### config.mk
export PLATFORM = sky130hd
export DESIGN_NAME = cpu_mode_trap_ctrl
export DESIGN_NICKNAME = d
export VERILOG_FILES = /design/src/rtl/mtc_pkg.sv /design/src/rtl/mtc_status_reg.sv /design/src/rtl/mtc_trap_seq.sv /design/src/rtl/cpu_mode_trap_ctrl.sv
export SDC_FILE = /design/constraint.sdc
export NUM_CORES = 1
export LEC_CHECK = 0
export BUFFER_PORTS_ARGS = -buffer_cell sky130_fd_sc_hd__buf_4
export CAP_MARGIN = 30
export CORE_ASPECT_RATIO = 1.25
export CORE_MARGIN = 1
export CORE_UTILIZATION = 41
export CTS_CLUSTER_DIAMETER = 150
export CTS_CLUSTER_SIZE = 25
export DETAILED_ROUTE_END_ITERATION = 10
export PLACE_DENSITY = 0.73
export SLEW_MARGIN = 20
export SYNTH_ARGS = -nofsm -noshare
export SYNTH_HDL_FRONTEND = slang
export SYNTH_SLANG_ARGS = --single-unit
### constraint.sdc
create_clock -name clk -period 2.64 [get_ports clk]
set_input_delay 0.792 -clock clk [delete_from_list [all_inputs] [get_ports clk]]
set_output_delay 0.792 -clock clk [all_outputs]
set_load 0.05 [all_outputs]
### src/rtl/mtc_pkg.sv
package mtc_pkg;

    localparam int MD_W        = 8;
    localparam int MODE_BIT    = 0;
    localparam int FIRQ_BIT    = 1;
    localparam int ILL_BIT     = 6;
    localparam int ZDIV_BIT    = 7;
    localparam int NATIVE_SLOTS = 9;
    localparam int COMPAT_SLOTS = 8;
    localparam int SLOT_W      = $clog2(NATIVE_SLOTS);

    typedef enum logic [3:0] {
        RC_CC = 4'd0,
        RC_A  = 4'd1,
        RC_B  = 4'd2,
        RC_DP = 4'd3,
        RC_X  = 4'd4,
        RC_Y  = 4'd5,
        RC_U  = 4'd6,
        RC_PC = 4'd7,
        RC_W  = 4'd8
    } stk_reg_e;

    typedef enum logic [1:0] {
        ST_IDLE,
        ST_PUSH_LO,
        ST_PUSH_HI,
        ST_VECTOR
    } trap_state_e;

    // Register saved in a given slot; compatibility mode skips the W slot.
    function automatic stk_reg_e slot_reg(input logic native, input logic [SLOT_W-1:0] slot);
        logic [SLOT_W-1:0] s;
        s = (!native && slot >= SLOT_W'(5)) ? slot + SLOT_W'(1) : slot;
        case (s)
            SLOT_W'(0): return RC_PC;
            SLOT_W'(1): return RC_U;
            SLOT_W'(2): return RC_Y;
            SLOT_W'(3): return RC_X;
            SLOT_W'(4): return RC_DP;
            SLOT_W'(5): return RC_W;
            SLOT_W'(6): return RC_B;
            SLOT_W'(7): return RC_A;
            default:    return RC_CC;
        endcase
    endfunction

    function automatic logic is_wide(input stk_reg_e r);
        return r inside {RC_X, RC_Y, RC_U, RC_PC, RC_W};
    endfunction

endpackage

### src/rtl/mtc_status_reg.sv
module mtc_status_reg
    import mtc_pkg::*;
(
    input  logic            clk,
    input  logic            rst_n,
    input  logic            zdiv_stb,
    input  logic            illegal_stb,
    input  logic            ld_stb,
    input  logic [MD_W-1:0] ld_data,
    input  logic            test_stb,
    input  logic [MD_W-1:0] test_mask,
    output logic [MD_W-1:0] md,
    output logic            test_valid,
    output logic            test_zero,
    output logic            test_neg
);

    logic [MD_W-1:0] md_q;
    logic [MD_W-1:0] md_d;
    logic [MD_W-1:0] and_res;
    logic            tv_q;
    logic            tz_q;
    logic            tn_q;

    assign and_res = md_q & test_mask;

    always_comb begin
        md_d = md_q;
        if (ld_stb) begin
            md_d[MODE_BIT] = ld_data[MODE_BIT];
            md_d[FIRQ_BIT] = ld_data[FIRQ_BIT];
        end
        if (test_stb) begin
            md_d[ZDIV_BIT] = 1'b0;
            md_d[ILL_BIT]  = 1'b0;
        end
        if (zdiv_stb)    md_d[ZDIV_BIT] = 1'b1;
        if (illegal_stb) md_d[ILL_BIT]  = 1'b1;
    end

    always_ff @(posedge clk or negedge rst_n) begin
        if (!rst_n) begin
            md_q <= '0;
            tv_q <= 1'b0;
            tz_q <= 1'b0;
            tn_q <= 1'b0;
        end else begin
            md_q <= md_d;
            tv_q <= test_stb;
            if (test_stb) begin
                tz_q <= (and_res == '0);
                tn_q <= and_res[MD_W-1];
            end
        end
    end

    assign md         = md_q;
    assign test_valid = tv_q;
    assign test_zero  = tz_q;
    assign test_neg   = tn_q;

endmodule

### src/rtl/mtc_trap_seq.sv
module mtc_trap_seq
    import mtc_pkg::*;
#(
    parameter int              ADDR_W   = 16,
    parameter logic [ADDR_W-1:0] VEC_ADDR = 16'hFFF0
) (
    input  logic              clk,
    input  logic              rst_n,
    input  logic              fault,
    input  logic              native,
    output logic              busy,
    output logic              push_valid,
    output logic [3:0]        push_reg,
    output logic              push_hi,
    output logic              vec_valid,
    output logic [ADDR_W-1:0] vec_addr,
    output logic              done
);

    localparam logic [SLOT_W-1:0] LAST_NAT = SLOT_W'(NATIVE_SLOTS - 1);
    localparam logic [SLOT_W-1:0] LAST_CMP = SLOT_W'(COMPAT_SLOTS - 1);

    trap_state_e       state_q, state_d;
    logic [SLOT_W-1:0] slot_q, slot_d;
    logic              nat_q, nat_d;
    stk_reg_e          cur_reg;
    logic              cur_wide;
    logic              slot_last;

    assign cur_reg   = slot_reg(nat_q, slot_q);
    assign cur_wide  = is_wide(cur_reg);
    assign slot_last = (slot_q == (nat_q ? LAST_NAT : LAST_CMP));

    // State register
    always_ff @(posedge clk or negedge rst_n) begin
        if (!rst_n) begin
            state_q <= ST_IDLE;
            slot_q  <= '0;
            nat_q   <= 1'b0;
        end else begin
            state_q <= state_d;
            slot_q  <= slot_d;
            nat_q   <= nat_d;
        end
    end

    // Next state
    always_comb begin
        state_d = state_q;
        slot_d  = slot_q;
        nat_d   = nat_q;
        unique case (state_q)
            ST_IDLE: begin
                if (fault) begin
                    state_d = ST_PUSH_LO;
                    slot_d  = '0;
                    nat_d   = native;
                end
            end
            ST_PUSH_LO: begin
                if (cur_wide) begin
                    state_d = ST_PUSH_HI;
                end else if (slot_last) begin
                    state_d = ST_VECTOR;
                end else begin
                    slot_d = slot_q + SLOT_W'(1);
                end
            end
            ST_PUSH_HI: begin
                if (slot_last) begin
                    state_d = ST_VECTOR;
                end else begin
                    state_d = ST_PUSH_LO;
                    slot_d  = slot_q + SLOT_W'(1);
                end
            end
            ST_VECTOR: begin
                state_d = ST_IDLE;
            end
        endcase
    end

    // Outputs
    always_comb begin
        busy       = (state_q != ST_IDLE);
        push_valid = 1'b0;
        push_hi    = 1'b0;
        push_reg   = 4'd0;
        vec_valid  = 1'b0;
        vec_addr   = '0;
        done       = 1'b0;
        unique case (state_q)
            ST_IDLE: ;
            ST_PUSH_LO: begin
                push_valid = 1'b1;
                push_reg   = cur_reg;
            end
            ST_PUSH_HI: begin
                push_valid = 1'b1;
                push_hi    = 1'b1;
                push_reg   = cur_reg;
            end
            ST_VECTOR: begin
                vec_valid = 1'b1;
                vec_addr  = VEC_ADDR;
                done      = 1'b1;
            end
        endcase
    end

endmodule

### src/rtl/cpu_mode_trap_ctrl.sv
module cpu_mode_trap_ctrl
    import mtc_pkg::*;
#(
    parameter int                ADDR_W   = 16,
    parameter logic [ADDR_W-1:0] VEC_ADDR = 16'hFFF0
) (
    input  logic              clk,
    input  logic              rst_n,
    input  logic              illegal_stb,
    input  logic              zdiv_stb,
    input  logic              ld_stb,
    input  logic [7:0]        ld_data,
    input  logic              test_stb,
    input  logic [7:0]        test_mask,
    output logic [7:0]        mode_status,
    output logic              native_mode,
    output logic              firq_as_irq,
    output logic              test_valid,
    output logic              test_zero,
    output logic              test_neg,
    output logic              trap_busy,
    output logic              push_valid,
    output logic [3:0]        push_reg,
    output logic              push_hi,
    output logic              vec_valid,
    output logic [ADDR_W-1:0] vec_addr,
    output logic              trap_done
);

    logic [MD_W-1:0] md;
    logic            fault_any;

    assign fault_any = illegal_stb | zdiv_stb;

    mtc_status_reg u_status (
        .clk         (clk),
        .rst_n       (rst_n),
        .zdiv_stb    (zdiv_stb),
        .illegal_stb (illegal_stb),
        .ld_stb      (ld_stb),
        .ld_data     (ld_data),
        .test_stb    (test_stb),
        .test_mask   (test_mask),
        .md          (md),
        .test_valid  (test_valid),
        .test_zero   (test_zero),
        .test_neg    (test_neg)
    );

    mtc_trap_seq #(
        .ADDR_W   (ADDR_W),
        .VEC_ADDR (VEC_ADDR)
    ) u_seq (
        .clk        (clk),
        .rst_n      (rst_n),
        .fault      (fault_any),
        .native     (md[MODE_BIT]),
        .busy       (trap_busy),
        .push_valid (push_valid),
        .push_reg   (push_reg),
        .push_hi    (push_hi),
        .vec_valid  (vec_valid),
        .vec_addr   (vec_addr),
        .done       (trap_done)
    );

    assign mode_status = md;
    assign native_mode = md[MODE_BIT];
    assign firq_as_irq = md[FIRQ_BIT];

endmodule

==> summary.md <==
| Metric | Value |
|---|---|
| Peak VDD IR | 0.00108 V |
| Share of layout cells above drive strength 1 | 0.547 |
| Endpoints failing setup | 4 |
| Diodes inserted | 0 |
| Critical path origin | u_seq.slot_q[1]$_DFFE_PN0P_ |
| PD cells | 1450 nW/um^2 |
| Count of different cell masters after synthesis | 41 |
| DRT Pass-1 Iters | 4 |
| Tmin final | 2890 ps |
| Vias | 1128 |
| Final Worst Setup Slack | -246 ps |
| Sequential area share after synthesis | 0.294 |
| Die Span Y | 62.3 um |
| Fill cells | 216 |
| IO Port Bufs | 41 |
| Critical Path Fanout Max | 4 |
| Global route overflow | 0 |
| Slew Viols, Final | 0 |
| Yosys reg bits | 14 |
| Syn Area/Cell | 8.89 um^2 |
| Width of the die | 50.2 um |
| Top_reg_cell synth | dfrtp_1 |
| Nets | 211 |
| Number of flops mapped to enable cells by yosys | 0 |
| Placement Cell Area | 1580 um^2 |
| CTS buffer count | 3 |
| Largest net degree at the start of global routing | 15 |
| Synthesis warning total | 0 |
| Clk Latency, worst-skew pair | 270 ps |
| Post-route ant nets | 0 |
| Die area | 3130 um^2 |
| Rel. slew slack | 0.570 |
| Tightest Hold Check Type | in2async |
| Via density | 5.25 |
| Vias in the first global route | 1090 |
| RSZ-0062 raised after global routing | true |
| Overall Global Routing Usage | 0.184 |
| Leading area contributor after synthesis | dfrtp_1 |
| Worst setup EP type | primary output |
| IO Pins | 60 |
| Share of the synthesized area in the top cell type | 0.294 |
| Starting density of the core | 0.440 |
| Post-synthesis cell count | 134 |
| Worst EP required | 1850 ps |
| Hold Slack | 354 ps |
| Violated checks | negative setup slack |
| GP Congestion | 0.827 |
| Post-synth ARST share | 1.00 |
| Max Buffers Root-to-Sink | 2 |
| Post-place setup slack | -106 ps |
| Largest cells by area after synthesis | dfrtp_1, buf_4, ha_1 |
| Leakage power total | 0.837 nW |
| Final Hold Fails | 0 |
| Post-Layout Inst Area | 1790 um^2 |
| First-pass GRT wire length | 4570 um |
| Initial antenna violation count | 0 |
| Reg2reg start | u_seq.slot_q[0]$_DFFE_PN0P_ |
| Max-cap violations | 0 |
| Synth Cell Area | 1190 um^2 |
| Rows | 21 |
| Layout area overhead | 50.0% |
| Worst Path Arrival | 2090 ps |
| DR iter-0 viols | 2 |
| Dominant cell by count in the synthesized netlist | buf_4 |
| Clock Tree Root | clkbuf_4 |
| Worst-path clk slew | 80 ps |
| Clock sink total | 14 |
| Final Cycle Share | 1.09 |
| Run status | finished, violations left |
| Critical path class | reg2out |
| Routed WL | 2680 um |
| Max Clock Skew | 6.08 ps |
| WL/cell | 12.5 um |
| Worst Tran Pin Value | 639 ps |
| DP Wirelength | 2100 um |
| Post-synth top cells | buf_4, dfrtp_1, nand2_1 |
| CTS H-tree depth | 1 |
| F_max | 0.346 GHz |
| DRC errors left | 0 |
| Internal reg-to-reg setup slack | 240 ps |
| TritonCTS clock tree | yes |
| Core area | 2710 um^2 |
| CP Launch Type | flip-flop |
| Total power draw | 2.59 mW |
state kept, by name, summed over array words and instances (netlist names):
name / count
u_seq.state_q: 2
u_status.test_zero: 1
u_status.test_neg: 1
u_status.md: 4
u_status.test_valid: 1
u_seq.nat_q: 1
u_seq.slot_q: 4
through the flow:
| step | setup TNS, ps | utilization | cells |
|---|---|---|---|
| after floorplan | -361 | - | 141 |
| after global placement | -69.4 | 0.585 | 203 |
| after detailed placement | -184 | 0.585 | 203 |
| after CTS | -856 | 0.631 | 212 |
| after global routing | -1350 | 0.660 | 215 |
| final | -872 | 0.660 | 215 |
cells by family (layout without fill, tap and decap cells):
logic type | Yosys count | in the layout | synth area share
mux | 7 | 7 | 0.0620
flops | 14 | 14 | 0.294
other cells | 1 | 8 | 0.00315
compound gates | 31 | 31 | 0.199
simple gates | 38 | 38 | 0.178
buf+inv | 36 | 76 | 0.191
fa+ha+maj | 7 | 7 | 0.0735
power by group:
part	total [mW]	switching [mW]	internal [mW]	leakage, nW
sequential	0.348	0.0795	0.269	0.171
clock	0.147	0.0631	0.0837	0.0210
combinational	2.09	1.26	0.838	0.645
worst max-delay path: stages, from the launching register on:
cell and delay [ps]:
dfrtp_1 410, buf_6 130, ha_4 160, or4b_4 550, o31ai_4 270, nor2_2 70
nor2_4 90, buf_6 160
layout by cell type, fill, tap and decap left out, types with 2 or more instances in the layout:
master	count
dfrtp_1	13
nor3b_1	3
conb_1	8
nand2_1	8
o21ai_1	2
nand2b_1	2
mux2i_1	3
nand3_1	7
inv_1	6
ha_4	3
a21oi_1	4
mux2_2	3
nor2_1	2
buf_4	57
inv_2	2
a21o_1	2
nor2_4	2
buf_6	5
a22oi_1	2
o21ai_0	4
clkbuf_4	3
ha_1	3
nor2_2	3
area by class of cell:
class	instances	area, um^2	area share
flip-flops and latches	14	352	0.197
multi-input cells	91	816	0.457
clock buffers	4	36.3	0.0203
well taps	34	42.5	0.0238
inverters	9	36.3	0.0203
repair buffers	63	504	0.282
worst paths after layout:
check / to / cells past startpoint
max in group asynchronous: u_seq.slot_q[0]$_DFFE_PN0P_ / 1
worst max register to register: u_seq.slot_q[3]$_DFFE_PN0P_ / 9
worst min-delay path: u_seq.slot_q[3]$_DFFE_PN0P_ / 1
worst max-delay path: push_reg[3] / 7
worst min register to register: u_status.md[6]$_DFFE_PN0P_ / 1
min in group clk: u_status.md[6]$_DFFE_PN0P_ / 1
per-layer routing:
metal / wire length [um] / track usage
met1: 1070 / 0.213
met2: 1460 / 0.338
met3: 123 / 0.00735
met4: 34 / 0.0750
met5: 0 / 0
timing repair:
action                     4_1_cts  5_1_grt
setup endpoints to repair        4        5
setup buffers                    5        3
hold buffers                     0        0
gates resized for setup         10        9
pin swaps                        7        6
Power figures use the tool's default switching activity.
